## config.mk

```make
export PLATFORM = sky130hd
export DESIGN_NAME = nor_bufprog_seq
export DESIGN_NICKNAME = d
export VERILOG_FILES = /design/src/rtl/nor_bufprog_pkg.sv /design/src/rtl/nor_bufprog_sizer.sv /design/src/rtl/nor_bufprog_pad.sv /design/src/rtl/nor_bufprog_seq.sv
export SDC_FILE = /design/constraint.sdc
export NUM_CORES = 1
export LEC_CHECK = 0
export BUFFER_PORTS_ARGS = -buffer_cell sky130_fd_sc_hd__buf_2
export CAP_MARGIN = 5
export CORE_MARGIN = 3
export CORE_UTILIZATION = 64
export CTS_CLUSTER_SIZE = 28
export DETAILED_ROUTE_END_ITERATION = 16
export PLACE_DENSITY = 0.86
export SETUP_SLACK_MARGIN = 0.4
export SLEW_MARGIN = 15
export SYNTH_ARGS = -nofsm -noshare
export SYNTH_HDL_FRONTEND = slang
export SYNTH_HIERARCHICAL = 1
export SYNTH_SLANG_ARGS = --single-unit
```

## constraint.sdc

```tcl
create_clock -name clk -period 5.8 [get_ports clk]
set_input_delay 0.29 -clock clk [delete_from_list [all_inputs] [get_ports clk]]
set_output_delay 0.29 -clock clk [all_outputs]
set_load 0.01 [all_outputs]
```

## src/rtl/nor_bufprog_pkg.sv

```systemverilog
package nor_bufprog_pkg;

    typedef enum logic [3:0] {
        S_IDLE,
        S_UNL2,
        S_LOAD,
        S_CNT,
        S_DATA,
        S_CONF,
        S_WAIT,
        S_P1,
        S_P2,
        S_F1,
        S_F2,
        S_ABORT
    } seq_state_t;

    localparam logic [7:0] CMD_KEY_A    = 8'hAA;
    localparam logic [7:0] CMD_KEY_B    = 8'h55;
    localparam logic [7:0] CMD_BUF_LOAD = 8'h25;
    localparam logic [7:0] CMD_COMMIT   = 8'h29;
    localparam logic [7:0] CMD_RESET    = 8'hF0;

    localparam int TOGGLE_BIT = 6;

endpackage

```

## src/rtl/nor_bufprog_sizer.sv

```systemverilog
// Turns a byte length into a data word count, the count-minus-one value
// sent to the flash, and the number of bytes in a trailing partial word.
module nor_bufprog_sizer #(
    parameter int DW   = 16,
    parameter int LENW = 10
) (
    input  logic [LENW-1:0] len_i,
    output logic [LENW-1:0] words_o,
    output logic [LENW-1:0] count_o,
    output logic [LENW-1:0] tail_o
);
    localparam int BYTES = DW / 8;
    localparam int SH    = $clog2(BYTES);
    localparam logic [LENW-1:0] LANE_MASK = LENW'(BYTES - 1);

    logic [LENW-1:0] full_words;
    logic            has_tail;

    always_comb begin
        full_words = len_i >> SH;
        tail_o     = len_i & LANE_MASK;
        has_tail   = |tail_o;
        words_o    = full_words + {{(LENW-1){1'b0}}, has_tail};
        count_o    = words_o - LENW'(1);
    end

endmodule

```

## src/rtl/nor_bufprog_pad.sv

```systemverilog
// Replaces the lanes of a trailing partial word that carry no data with 0xFF.
module nor_bufprog_pad #(
    parameter int DW   = 16,
    parameter int LENW = 10
) (
    input  logic [DW-1:0]   word_i,
    input  logic            apply_i,
    input  logic [LENW-1:0] tail_i,
    output logic [DW-1:0]   word_o
);
    localparam int BYTES = DW / 8;

    for (genvar g = 0; g < BYTES; g++) begin : g_lane
        logic keep;
        assign keep = !apply_i || (LENW'(g) < tail_i);
        assign word_o[8*g +: 8] = keep ? word_i[8*g +: 8] : 8'hFF;
    end

endmodule

```

## src/rtl/nor_bufprog_seq.sv

```systemverilog
module nor_bufprog_seq
    import nor_bufprog_pkg::*;
#(
    parameter int DW   = 16,
    parameter int AW   = 24,
    parameter int LENW = 10,
    parameter int DLYW = 16,
    parameter int TOW  = 16,
    parameter logic [AW-1:0] UNLOCK_A  = AW'('h555),
    parameter logic [AW-1:0] UNLOCK_B  = AW'('h2AA),
    parameter logic [AW-1:0] CHIP_BASE = '0
) (
    input  logic            clk,
    input  logic            rst_n,
    input  logic            start_i,
    input  logic [AW-1:0]   start_addr_i,
    input  logic [LENW-1:0] byte_len_i,
    input  logic [DLYW-1:0] wait_cycles_i,
    input  logic [TOW-1:0]  poll_limit_i,
    input  logic            data_valid_i,
    input  logic [DW-1:0]   data_i,
    output logic            data_ready_o,
    output logic            bus_we_o,
    output logic            bus_re_o,
    output logic [AW-1:0]   bus_addr_o,
    output logic [DW-1:0]   bus_wdata_o,
    input  logic [DW-1:0]   bus_rdata_i,
    output logic            busy_o,
    output logic            done_o,
    output logic            pass_o
);

    typedef struct packed {
        seq_state_t      st;
        logic [AW-1:0]   base;
        logic [AW-1:0]   addr;
        logic [LENW-1:0] len;
        logic [LENW-1:0] left;
        logic [DLYW-1:0] wait_cfg;
        logic [DLYW-1:0] dly;
        logic [TOW-1:0]  lim;
        logic [TOW-1:0]  polls;
        logic            tbit;
        logic [DW-1:0]   last_word;
        logic [DW-1:0]   first_rd;
        logic            we;
        logic            re;
        logic [AW-1:0]   baddr;
        logic [DW-1:0]   bdata;
        logic            done;
        logic            pass;
    } seq_t;

    seq_t q, d;

    logic [LENW-1:0] sz_words, sz_count, sz_tail;
    logic [DW-1:0]   padded;
    logic            pad_apply;

    nor_bufprog_sizer #(.DW(DW), .LENW(LENW)) u_sizer (
        .len_i   (q.len),
        .words_o (sz_words),
        .count_o (sz_count),
        .tail_o  (sz_tail)
    );

    assign pad_apply = (q.left == LENW'(1)) && (sz_tail != '0);

    nor_bufprog_pad #(.DW(DW), .LENW(LENW)) u_pad (
        .word_i  (data_i),
        .apply_i (pad_apply),
        .tail_i  (sz_tail),
        .word_o  (padded)
    );

    always_comb begin
        d      = q;
        d.we   = 1'b0;
        d.re   = 1'b0;
        d.done = 1'b0;
        d.pass = 1'b0;
        case (q.st)
            S_IDLE: begin
                if (start_i) begin
                    if (byte_len_i == '0) begin
                        d.done = 1'b1;
                        d.pass = 1'b1;
                    end else begin
                        d.st       = S_UNL2;
                        d.base     = start_addr_i;
                        d.addr     = start_addr_i;
                        d.len      = byte_len_i;
                        d.wait_cfg = wait_cycles_i;
                        d.lim      = poll_limit_i;
                        d.polls    = '0;
                        d.we       = 1'b1;
                        d.baddr    = UNLOCK_A;
                        d.bdata    = DW'(CMD_KEY_A);
                    end
                end
            end
            S_UNL2: begin
                d.we    = 1'b1;
                d.baddr = UNLOCK_B;
                d.bdata = DW'(CMD_KEY_B);
                d.st    = S_LOAD;
            end
            S_LOAD: begin
                d.we    = 1'b1;
                d.baddr = q.base;
                d.bdata = DW'(CMD_BUF_LOAD);
                d.st    = S_CNT;
            end
            S_CNT: begin
                d.we    = 1'b1;
                d.baddr = q.base;
                d.bdata = DW'(sz_count);
                d.left  = sz_words;
                d.st    = S_DATA;
            end
            S_DATA: begin
                if (data_valid_i) begin
                    d.we        = 1'b1;
                    d.baddr     = q.addr;
                    d.bdata     = padded;
                    d.last_word = padded;
                    d.addr      = q.addr + AW'(1);
                    d.left      = q.left - LENW'(1);
                    if (q.left == LENW'(1)) begin
                        d.st = S_CONF;
                    end
                end
            end
            S_CONF: begin
                d.we    = 1'b1;
                d.baddr = q.base;
                d.bdata = DW'(CMD_COMMIT);
                d.dly   = q.wait_cfg;
                d.st    = S_WAIT;
            end
            S_WAIT: begin
                if (q.dly == '0) begin
                    d.re    = 1'b1;
                    d.baddr = q.addr - AW'(1);
                    d.st    = S_P1;
                end else begin
                    d.dly = q.dly - DLYW'(1);
                end
            end
            S_P1: begin
                d.tbit = bus_rdata_i[TOGGLE_BIT];
                d.re   = 1'b1;
                d.st   = S_P2;
            end
            S_P2: begin
                d.re    = 1'b1;
                d.polls = q.polls + TOW'(1);
                if ((bus_rdata_i[TOGGLE_BIT] == q.tbit) || (d.polls >= q.lim)) begin
                    d.st = S_F1;
                end else begin
                    d.st = S_P1;
                end
            end
            S_F1: begin
                d.first_rd = bus_rdata_i;
                d.re       = 1'b1;
                d.st       = S_F2;
            end
            S_F2: begin
                if ((q.first_rd == q.last_word) && (bus_rdata_i == q.last_word)) begin
                    d.done = 1'b1;
                    d.pass = 1'b1;
                    d.st   = S_IDLE;
                end else begin
                    d.we    = 1'b1;
                    d.baddr = CHIP_BASE;
                    d.bdata = DW'(CMD_RESET);
                    d.st    = S_ABORT;
                end
            end
            S_ABORT: begin
                d.done = 1'b1;
                d.st   = S_IDLE;
            end
            default: begin
                d.st = S_IDLE;
            end
        endcase
    end

    always_ff @(posedge clk or negedge rst_n) begin
        if (!rst_n) begin
            q <= '0;
        end else begin
            q <= d;
        end
    end

    assign data_ready_o = (q.st == S_DATA);
    assign busy_o       = (q.st != S_IDLE);
    assign bus_we_o     = q.we;
    assign bus_re_o     = q.re;
    assign bus_addr_o   = q.baddr;
    assign bus_wdata_o  = q.bdata;
    assign done_o       = q.done;
    assign pass_o       = q.pass;

endmodule

```

== Word level (Yosys, flattened, before mapping) ==
Index checks and enable logic that the tools add are counted.

* Mux-type cells: 36
* Order comparisons: 3
* Bitwise operators: 1
* Equal/unequal tests: 22
* Reduce and logical (&&, ||, !) cells: 28
* Add/sub/neg operators: 7

{| class="wikitable"
|+ Operators by type and width
! cell !! number
|-
| case mux 24 bit (6 select lines) || 1
|-
| 2-to-1 mux 62 bit || 2
|-
| 2-to-1 mux 40 bit || 3
|-
| case mux 16 bit (7 select lines) || 1
|-
| case mux 16 bit (2 select lines) || 2
|-
| 2-to-1 mux 16 bit || 3
|-
| case mux 24 bit (2 select lines) || 1
|-
| case mux 4 bit (11 select lines) || 1
|-
| 2-to-1 mux 42 bit || 1
|-
| equality test 16 bit || 2
|-
| 2-to-1 mux 25 bit || 1
|-
| adder 24 x 1 -> 24 bit, second input constant || 1
|-
| 2-to-1 mux 24 bit || 1
|-
| subtractor 24 x 1 -> 24 bit, second input constant || 1
|-
| 2-to-1 mux 4 bit || 5
|-
| case mux 10 bit (2 select lines) || 1
|-
| subtractor 10 x 1 -> 10 bit, second input constant || 2
|-
| adder 16 x 1 -> 16 bit, second input constant || 1
|-
| equality test 4 x 3 -> 1 bit, second input constant || 4
|-
| equality test 4 bit, second input constant || 4
|-
| greater-or-equal comparator 16 bit || 1
|-
| logical NOT 16 bit || 1
|-
| 2-to-1 mux 8 bit || 2
|-
| subtractor 16 x 1 -> 16 bit, second input constant || 1
|-
| other kinds (31) || 54
|}

* Flip-flop bits (word level): 213
* Word-level logic and storage cells: 115
* Output and inout bits: 46
* Input bits: 102

== Depth between registers and ports, before layout ==
Gate-level depths: netlist of the first run.

* Word-level depth: 7
* Mapped depth: 14
* Mapped depth without buffers: 12

== By module ==
The synthesis of the first run kept the hierarchy.

{| class="wikitable"
|+ Modules (own cells, without submodules)
! module !! times used !! cells an instance !! area an instance (µm²) !! sequential area each (µm²)
|-
| nor_bufprog_seq || 1 || 1384 || 11843.9 || 5330.1
|-
| nor_bufprog_sizer || 1 || 64 || 461.7 || 0.0
|-
| nor_bufprog_pad || 1 || 42 || 305.3 || 0.0
|}

== Worst setup path after synthesis of the first run ==
Ideal clock, no wire load.

* Kind: register -> register
* From: register q[145] (netlist bit)
* To: register q (netlist bit bus_wdata_o[5])
* Cell stages (with the launch flop): 15
* Library setup time: 0.064 ns
* Path buffers: 3
* Arrival time: 2.789 ns
* Clock period less this slack: 2.853 ns
* Slack: 2.947 ns
* Data required time: 5.736 ns
* Path through: dfrtp_1 -> or3_1 -> clkbuf_1 -> nor4_1 -> nand3_1 -> a31oi_1 -> or4b_1 -> clkbuf_2 -> buf_6 -> o41ai_4 -> o21ai_0 -> o21ai_0 -> nand2_1 -> nand3_1 -> mux2_2

* Word-level cells in the longest chain between the ends: 7

{| class="wikitable"
|+ Ends and longest elaborated chain
! item !! RTL line !! RTL
|-
| start: declaration || nor_bufprog_seq.sv:54 || <nowiki>seq_t q, d;</nowiki>
|-
| start signal: assignment || nor_bufprog_seq.sv:193 || <nowiki>q <= '0;</nowiki>
|-
| start signal: assignment || nor_bufprog_seq.sv:195 || <nowiki>q <= d;</nowiki>
|-
| equality test 10 x 1 -> 1 bit || nor_bufprog_seq.sv:67 || <nowiki>assign pad_apply = (q.left == LENW'(1)) && (sz_tail != '0);</nowiki>
|-
| logical AND 1 bit || nor_bufprog_seq.sv:67 ||
|-
| via pad_apply || nor_bufprog_seq.sv:58 || <nowiki>logic pad_apply;</nowiki>
|-
| logical NOT 1 bit || nor_bufprog_pad.sv:15 || <nowiki>assign keep = !apply_i || (LENW'(g) < tail_i);</nowiki>
|-
| logical OR 1 bit || nor_bufprog_pad.sv:15 ||
|-
| 2-to-1 mux 8 bit || nor_bufprog_pad.sv:16 || <nowiki>assign word_o[8*g +: 8] = keep ? word_i[8*g +: 8] : 8'hFF;</nowiki>
|-
| via padded[5] || nor_bufprog_seq.sv:57 || <nowiki>logic [DW-1:0] padded;</nowiki>
|-
| 2-to-1 mux 40 bit || nor_bufprog_seq.sv:122 || <nowiki>if (data_valid_i) begin</nowiki>
|-
| case mux 16 bit (7 select lines) || nor_bufprog_seq.sv:82 || <nowiki>case (q.st)</nowiki>
|}

The timed path passes the listed nets, and every way through them passes these cells. The select of a mux whose other input is x is not followed.
A chain may end at the register's enable or synchronous reset.

== Worst setup path in the final report of the first run ==
* From: register q[145] (netlist bit)
* To: register q (netlist bit bus_wdata_o[1])

The elaborated chain is that of the path after synthesis.

==> results of run 1 <==
per-stage QoR:
step / setup WS (ns) / hold slack (ns)
after CTS: 2.26 / 0.000985
after global routing: 1.89 / 0.00429
after floorplan: 2.95 / -0.00559
after global placement: 2.39 / 0.458
after detailed placement: 2.31 / 0.462
final: 2.03 / 0.00504
tightest hold or removal path, cell delays in order:
cell and delay [ns]:
buf_2 0.08, nand2_1 0.03, o21ai_0 0.07
flip-flops by register name, indices dropped and copies added, names as in the netlist:
register and count:
q 169, bus_re_o 1, bus_wdata_o 16, done_o 1, pass_o 1, bus_addr_o 24, bus_we_o 1
kinds of logic (layout without fill, tap and decap cells):
kind of cell / Yosys count / after routing / share of synthesized area, %
fa+ha+maj: 25 / 25 / 2.48
compound gates: 374 / 374 / 19.1
simple gates: 597 / 597 / 22.0
mux: 33 / 33 / 2.89
xor+xnor: 44 / 44 / 3.17
other cells: 1 / 9 / 0.0297
flops: 213 / 213 / 42.3
buf+inv: 203 / 295 / 8.06
timing repair:
item	in CTS	in global routing
hold buffers	35	0
endpoints found under the hold margin	102	0
setup endpoints to repair	0	0
final timing paths:
kind / startpoint / to / slack (ns) / depth (start not counted)
max reg2reg: q[145] / bus_wdata_o[1] / 2.03 / 9
max: q[145] / bus_wdata_o[1] / 2.03 / 9
min in group asynchronous: rst_n / q[52] / 0.47 / 2
max in group asynchronous: rst_n / q[177] / 3.86 / 3
min: poll_limit_i[3] / q[96] / 0.005 / 3
min reg2reg: q[197] / q[197] / 0.48 / 2
area by class of cell:
cell class	count	area share [%]
clock inverters	12	1.37
well taps	260	2.29
clock buffers	28	4.47
multi-input cells	1082	44.4
repair buffers	195	8.40
flip-flops and latches	213	37.5
inverters	60	1.59
power by group through the flow:
stage	registers, mW	logic [mW]	clock network (mW)
after global routing	2.82	3.72	1.69
after floorplan	2.46	2.73	0
after CTS	2.71	3.31	1.62
after global placement	2.70	3.12	0
final	2.74	3.36	1.61
after detailed placement	2.73	3.25	0
placed cells by master (no fill, tap or decap), types with 6 or more instances in the layout:
| master | count |
|---|---|
| a21oi_1 | 95 |
| a221oi_1 | 10 |
| a22o_1 | 9 |
| a22oi_1 | 11 |
| a31oi_1 | 14 |
| a32o_1 | 6 |
| and3_1 | 20 |
| buf_2 | 146 |
| buf_4 | 13 |
| clkbuf_16 | 23 |
| conb_1 | 9 |
| dfrtp_1 | 213 |
| dlygate4sd3_1 | 35 |
| ha_1 | 25 |
| inv_1 | 59 |
| mux2_2 | 24 |
| mux2i_1 | 6 |
| nand2_1 | 306 |
| nand3_1 | 37 |
| nand4_1 | 14 |
| nor2_1 | 95 |
| nor2b_1 | 6 |
| nor3_1 | 44 |
| nor3b_1 | 6 |
| nor4_1 | 15 |
| o21ai_0 | 114 |
| o22ai_1 | 29 |
| o31ai_1 | 17 |
| o41ai_1 | 6 |
| or3_1 | 12 |
| xnor2_1 | 31 |
| xor2_1 | 11 |
routing by layer:
| metal | routed length, um | share of wire, % | GRT usage (%) |
|---|---|---|---|
| met1 | 14200 | 42 | 43.9 |
| met2 | 15900 | 47 | 49.9 |
| met3 | 2830 | 8.3 | 4.22 |
| met4 | 986 | 2.9 | 10.2 |
| met5 | 0 | 0 | 0 |
==> metrics.cfg, run 1 <==
[outcome]
outcome=finished, final reports clean

[global_route]
grt_pass1_wl_um=55600
grt_max_degree=120
grt_overflow_total=0
grt_use_total_pct=31.0
grt_antenna_before_repair=0
grt_pass1_vias=11300

[cells_and_area]
layout.cells.non_filler=1850
fillers=1398
ff_latch_area_mm2=0.00533
stdcell_area_mm2=0.0142
fin_util_pct=74.7
nets=1702
drive_gt1_share_pct=16.1
insertedDiodeCount=0
syn2layout_area_growth_pct=12.6
multi_input_area_mm2=0.00630

[sta]
finClkSkew_ns=0.00889
post-route-period-util_pct=64.9
rsz0062_at_grt=false
max_freq_mhz=266
drv_slew=0
layout_min_cycle_time_ns=3.77
finalSetupViolCount=0
hold_viol=0
fin_tns_setup_ns=0
slew_headroom_pct=27.4
tightest_slew_ns=1.09

[setup_path]
critPathBufInv=0
cp.required_ns=6.24
path_cells=or3_1 -> nor4_1 -> nand3_1 -> a31oi_1 -> or4b_1 -> o41ai_1 -> a22oi_1 -> nand2_1 -> mux2_2
crit_path_end_kind=flop
worst-endpoint-arrival_ns=4.21
cp_max_fo=16
crit_path_max_incr_delay_ns=0.85
slowest_stage=o41ai_1
startpoint_type=flop
cp_top_family=simple AND/OR/NAND/NOR gates
worstSetupPathType=reg2reg

[detailed_routing]
drc=0
drt-initial-drc-count=1541
dr.pass1.iters=8
totalWireLength_um=33900
vias=11600
wl_per_cell_um=18.3
vias_per_cell=6.28
postRouteAntennaNets=0

[floorplan]
rows=50
start_util_pct=66.3
fp.dieW_um=146
die_y_um=146
core-area_mm2=0.0190
io_pins=148
die-area_mm2=0.0214

[pwr]
power_density_mw_per_mm2=543
p_sw_share_pct=43.0
switchingPower_mw=3.32
power_mw=7.71
clkPwrFrac_pct=20.9
vdd_drop_max_mv=0.388
p_leak_nw=6.70
p_seq_share_pct=35.5
p_int_mw=4.39
p_comb_share_pct=43.6

[placed_design]
io_buffers=147
globalplace.congestion=0.900
dp.cells=1775
placed_cell_area_mm2=0.0130
hpwl_um=22500

[synthesis]
synth_top_cell_by_area=dfrtp_1
yosysMostFrequentCell=nand2_1
yosysSeqAreaShare_pct=42.3
synthArstFlopShare_pct=100
synth_common_cells=nand2_1, dfrtp_1, o21ai_0, a21oi_1, nor2_1
syn-instance-count=1490
synth_top_area_share_pct=42.3
ys_top_cells_by_area=dfrtp_1, nand2_1, o21ai_0
avgSynthCellArea_um2=8.46
yosys.cell_types.count=84
postSynthRegisterBits=213
synth_ff_type=dfrtp_1
synth_edf_count=0
synth_area_mm2=0.0126
yosys_warnings=6

[min_path]
hold_class=in2reg

[clock_tree]
cts_buffer_depth=3
cts_made_buffers=23
post_cts_buffers=0
cts_tree=built
cts.repair.resized=0
cts_num_sinks=213
clk_pin_slew_worst_paths_ns=0.06
root_buffer=clkbuf_16
insertion_delay_ns=0.50
htreeDepth=1

[job]
cap_viol_max_count=0

Power figures use the tool's default switching activity.
==> run 2: changes to the inputs <==
--- a/config.mk
+++ b/config.mk
@@ -8,10 +8,10 @@
 export BUFFER_PORTS_ARGS = -buffer_cell sky130_fd_sc_hd__buf_2
 export CAP_MARGIN = 5
 export CORE_MARGIN = 3
-export CORE_UTILIZATION = 64
+export CORE_UTILIZATION = 54
 export CTS_CLUSTER_SIZE = 28
 export DETAILED_ROUTE_END_ITERATION = 16
-export PLACE_DENSITY = 0.86
+export PLACE_DENSITY = 0.78
 export SETUP_SLACK_MARGIN = 0.4
 export SLEW_MARGIN = 15
 export SYNTH_ARGS = -nofsm -noshare
==> constraint.sdc (replaced) <==
create_clock -name clk -period 3.1 [get_ports clk]
set_input_delay 0.155 -clock clk [delete_from_list [all_inputs] [get_ports clk]]
set_output_delay 0.155 -clock clk [all_outputs]
set_load 0.01 [all_outputs]
==> metrics.cfg, run 2 (synthesis gave the netlist of run 1 again) <==
[floorplan]
die_y_um=159  ; was 146 um
rows=55  ; was 50
core-area_mm2=0.0228  ; was 0.0190 mm2
io_pins=148  ; unchanged
fp.dieW_um=159  ; was 146 um
start_util_pct=55.4  ; was 66.3%
die-area_mm2=0.0252  ; was 0.0214 mm2

[setup_path]
crit_path_end_kind=flop  ; unchanged
cp.required_ns=3.57  ; was 6.24 ns
r2r_slack_ns=0.21  ; was 2.03 ns
worstSetupPathType=reg2reg  ; unchanged
cp_max_fo=5  ; was 16
startpoint_type=flop  ; unchanged
worst-endpoint-arrival_ns=3.36  ; was 4.21 ns
timing.rr.start=q[147]  ; was q[145]
r2r_cells=11  ; was 9
r2r_end=bus_wdata_o[6]  ; was bus_wdata_o[1]

[global_route]
grt_pass1_vias=11700  ; was 11.3k
grt_max_degree=84  ; was 120
grt_antenna_before_repair=1  ; was 0
grt_use_total_pct=28.5  ; was 31.0%
grt_overflow_total=0  ; unchanged
grt_pass1_wl_um=60300  ; was 55600 um

[sta]
rsz0062_at_grt=true  ; was false
tightest_slew_ns=0.975  ; was 1.09 ns
finClkSkew_ns=0.0254  ; was 0.00889 ns
post-route-period-util_pct=93.1  ; was 64.9%
drv_slew=0  ; unchanged
slew_headroom_pct=34.8  ; was 27.4%
fin_tns_setup_ns=0  ; unchanged
whs_ns=0.0563  ; was 0.00504 ns
hold_viol=0  ; unchanged
max_freq_mhz=346  ; was 266 MHz
worst_slack_ns=0.212  ; was 2.03 ns
layout_min_cycle_time_ns=2.89  ; was 3.77 ns
finalSetupViolCount=0  ; unchanged

[cells_and_area]
drive_gt1_share_pct=21.3  ; was 16.1%
nets=1822  ; was 1702
fillers=1715  ; was 1398
largest_register_ffs=169  ; unchanged
insertedDiodeCount=0  ; unchanged
layout_commonest_cell=nand2_1  ; unchanged
top_register=q  ; unchanged
final_cell_mix=nand2_1, dfrtp_1, buf_2  ; unchanged
syn2layout_area_growth_pct=25.4  ; was 12.6%

[clock_tree]
htreeDepth=1  ; unchanged
cts_made_buffers=24  ; was 23
clk_pin_slew_worst_paths_ns=0.07  ; was 0.06 ns
cts_tree=built  ; unchanged
insertion_delay_ns=0.53  ; was 0.50 ns
cts_buffer_depth=3  ; unchanged
cts_num_sinks=213  ; unchanged
root_buffer=clkbuf_16  ; unchanged

[placed_design]
pre_cts_slack_ns=-0.0788  ; was 2.31 ns
globalplace.congestion=0.938  ; was 0.900
io_buffers=147  ; unchanged
hpwl_um=23600  ; was 22500 um

[pwr]
vdd_drop_max_mv=0.579  ; was 0.388 mV
power_mw=15.0  ; was 7.71 mW
p_leak_nw=7.42  ; was 6.70 nW
power_density_mw_per_mm2=950  ; was 543 mW/mm2

[min_path]
hp-start=data_valid_i  ; was poll_limit_i[3]
hold_class=in2reg  ; unchanged
min_to=q[209]  ; was q[96]
min_path_cells=3  ; unchanged

[detailed_routing]
wl_per_cell_um=18.5  ; was 18.3 um
postRouteAntennaNets=0  ; unchanged
dr.pass1.iters=6  ; was 8
vias_per_cell=5.92  ; was 6.28
vias=12000  ; was 11.6k
drt-initial-drc-count=1476  ; was 1541
totalWireLength_um=37500  ; was 33900 um
drc=0  ; unchanged

[outcome]
outcome=finished, final reports clean  ; unchanged

[job]
cap_viol_max_count=0  ; unchanged

==> run 2: cell types whose count changed in the layout (fill, tap and decap cells not counted), sizes merged <==
cell         change
buf             +54
bufinv           -4
clkbuf           +7
clkinv           +1
dlygate4sd3     +64
or4b             +1
==> run 2: timing repair <==
item	in CTS	in global routing
hold endpoints to repair	201	0
resized for setup	36	46
setup endpoints to repair	39	49
gates cloned	1	0
buffers inserted	14	9
hold buffers	99	0
pin swaps	16	18
==> run 2: power breakdown <==
group	total (mW)	internal [mW]	switching, mW	leakage (nW)
registers	5.08	3.93	1.14	2.72
clock network	2.91	1.72	1.19	0.400
logic	7.04	2.84	4.20	4.30
total	15.0	8.49	6.54	7.42
==> run 2: layout make-up <==
cell class / count / area, um2 / share of cell area [%]
clock inverters: 9 / 75.1 / 0.475
clock buffers: 35 / 733 / 4.63
inverters: 60 / 225 / 1.42
multi-input cells: 1083 / 6790 / 42.9
well taps: 313 / 392 / 2.48
repair buffers: 313 / 2280 / 14.4
flip-flops and latches: 213 / 5330 / 33.7
==> run 2: metrics by stage <==
step | instances | utilization (%) | area, um2
6_report | 2026 | 69.5 | 15800
5_1_grt | 2026 | 69.5 | 15800
4_1_cts | 2017 | 67.9 | 15500
3_5_place_dp | 1859 | 58.7 | 13400
3_3_place_gp | 1859 | 58.7 | 13400
2_1_floorplan | 1498 | - | 12700
==> run 2: per-layer routing <==
layer | GRT usage (%) | vias to the layer above | routed length (um)
met4 | 9.27 | 2 | 1270
li1 | - | 5590 | -
met5 | 0 | - | 13
met3 | 5.37 | 109 | 3030
met1 | 38.6 | 5737 | 15500
met2 | 46.6 | 565 | 17700
==> run 2: worst max path at each step <==
| stage | from | end |
|---|---|---|
| after CTS | q[147] | bus_wdata_o[5] |
| after floorplan | q[145] | bus_wdata_o[5] |
| after global routing | q[147] | bus_wdata_o[6] |
| final | q[147] | bus_wdata_o[6] |
| after global placement | q[145] | bus_wdata_o[3] |
| after detailed placement | q[145] | bus_wdata_o[3] |
==> run 2: critical path, stage by stage, from the launching register on <==
cell	delay [ns]
dfrtp_1	0.38
or3_4	0.41
nor4_4	0.20
nand3_2	0.16
a31oi_4	0.20
or4b_4	0.58
o41ai_4	0.27
a21oi_1	0.10
nor2_1	0.11
a21oi_1	0.05
o21ai_0	0.17
mux2_2	0.19
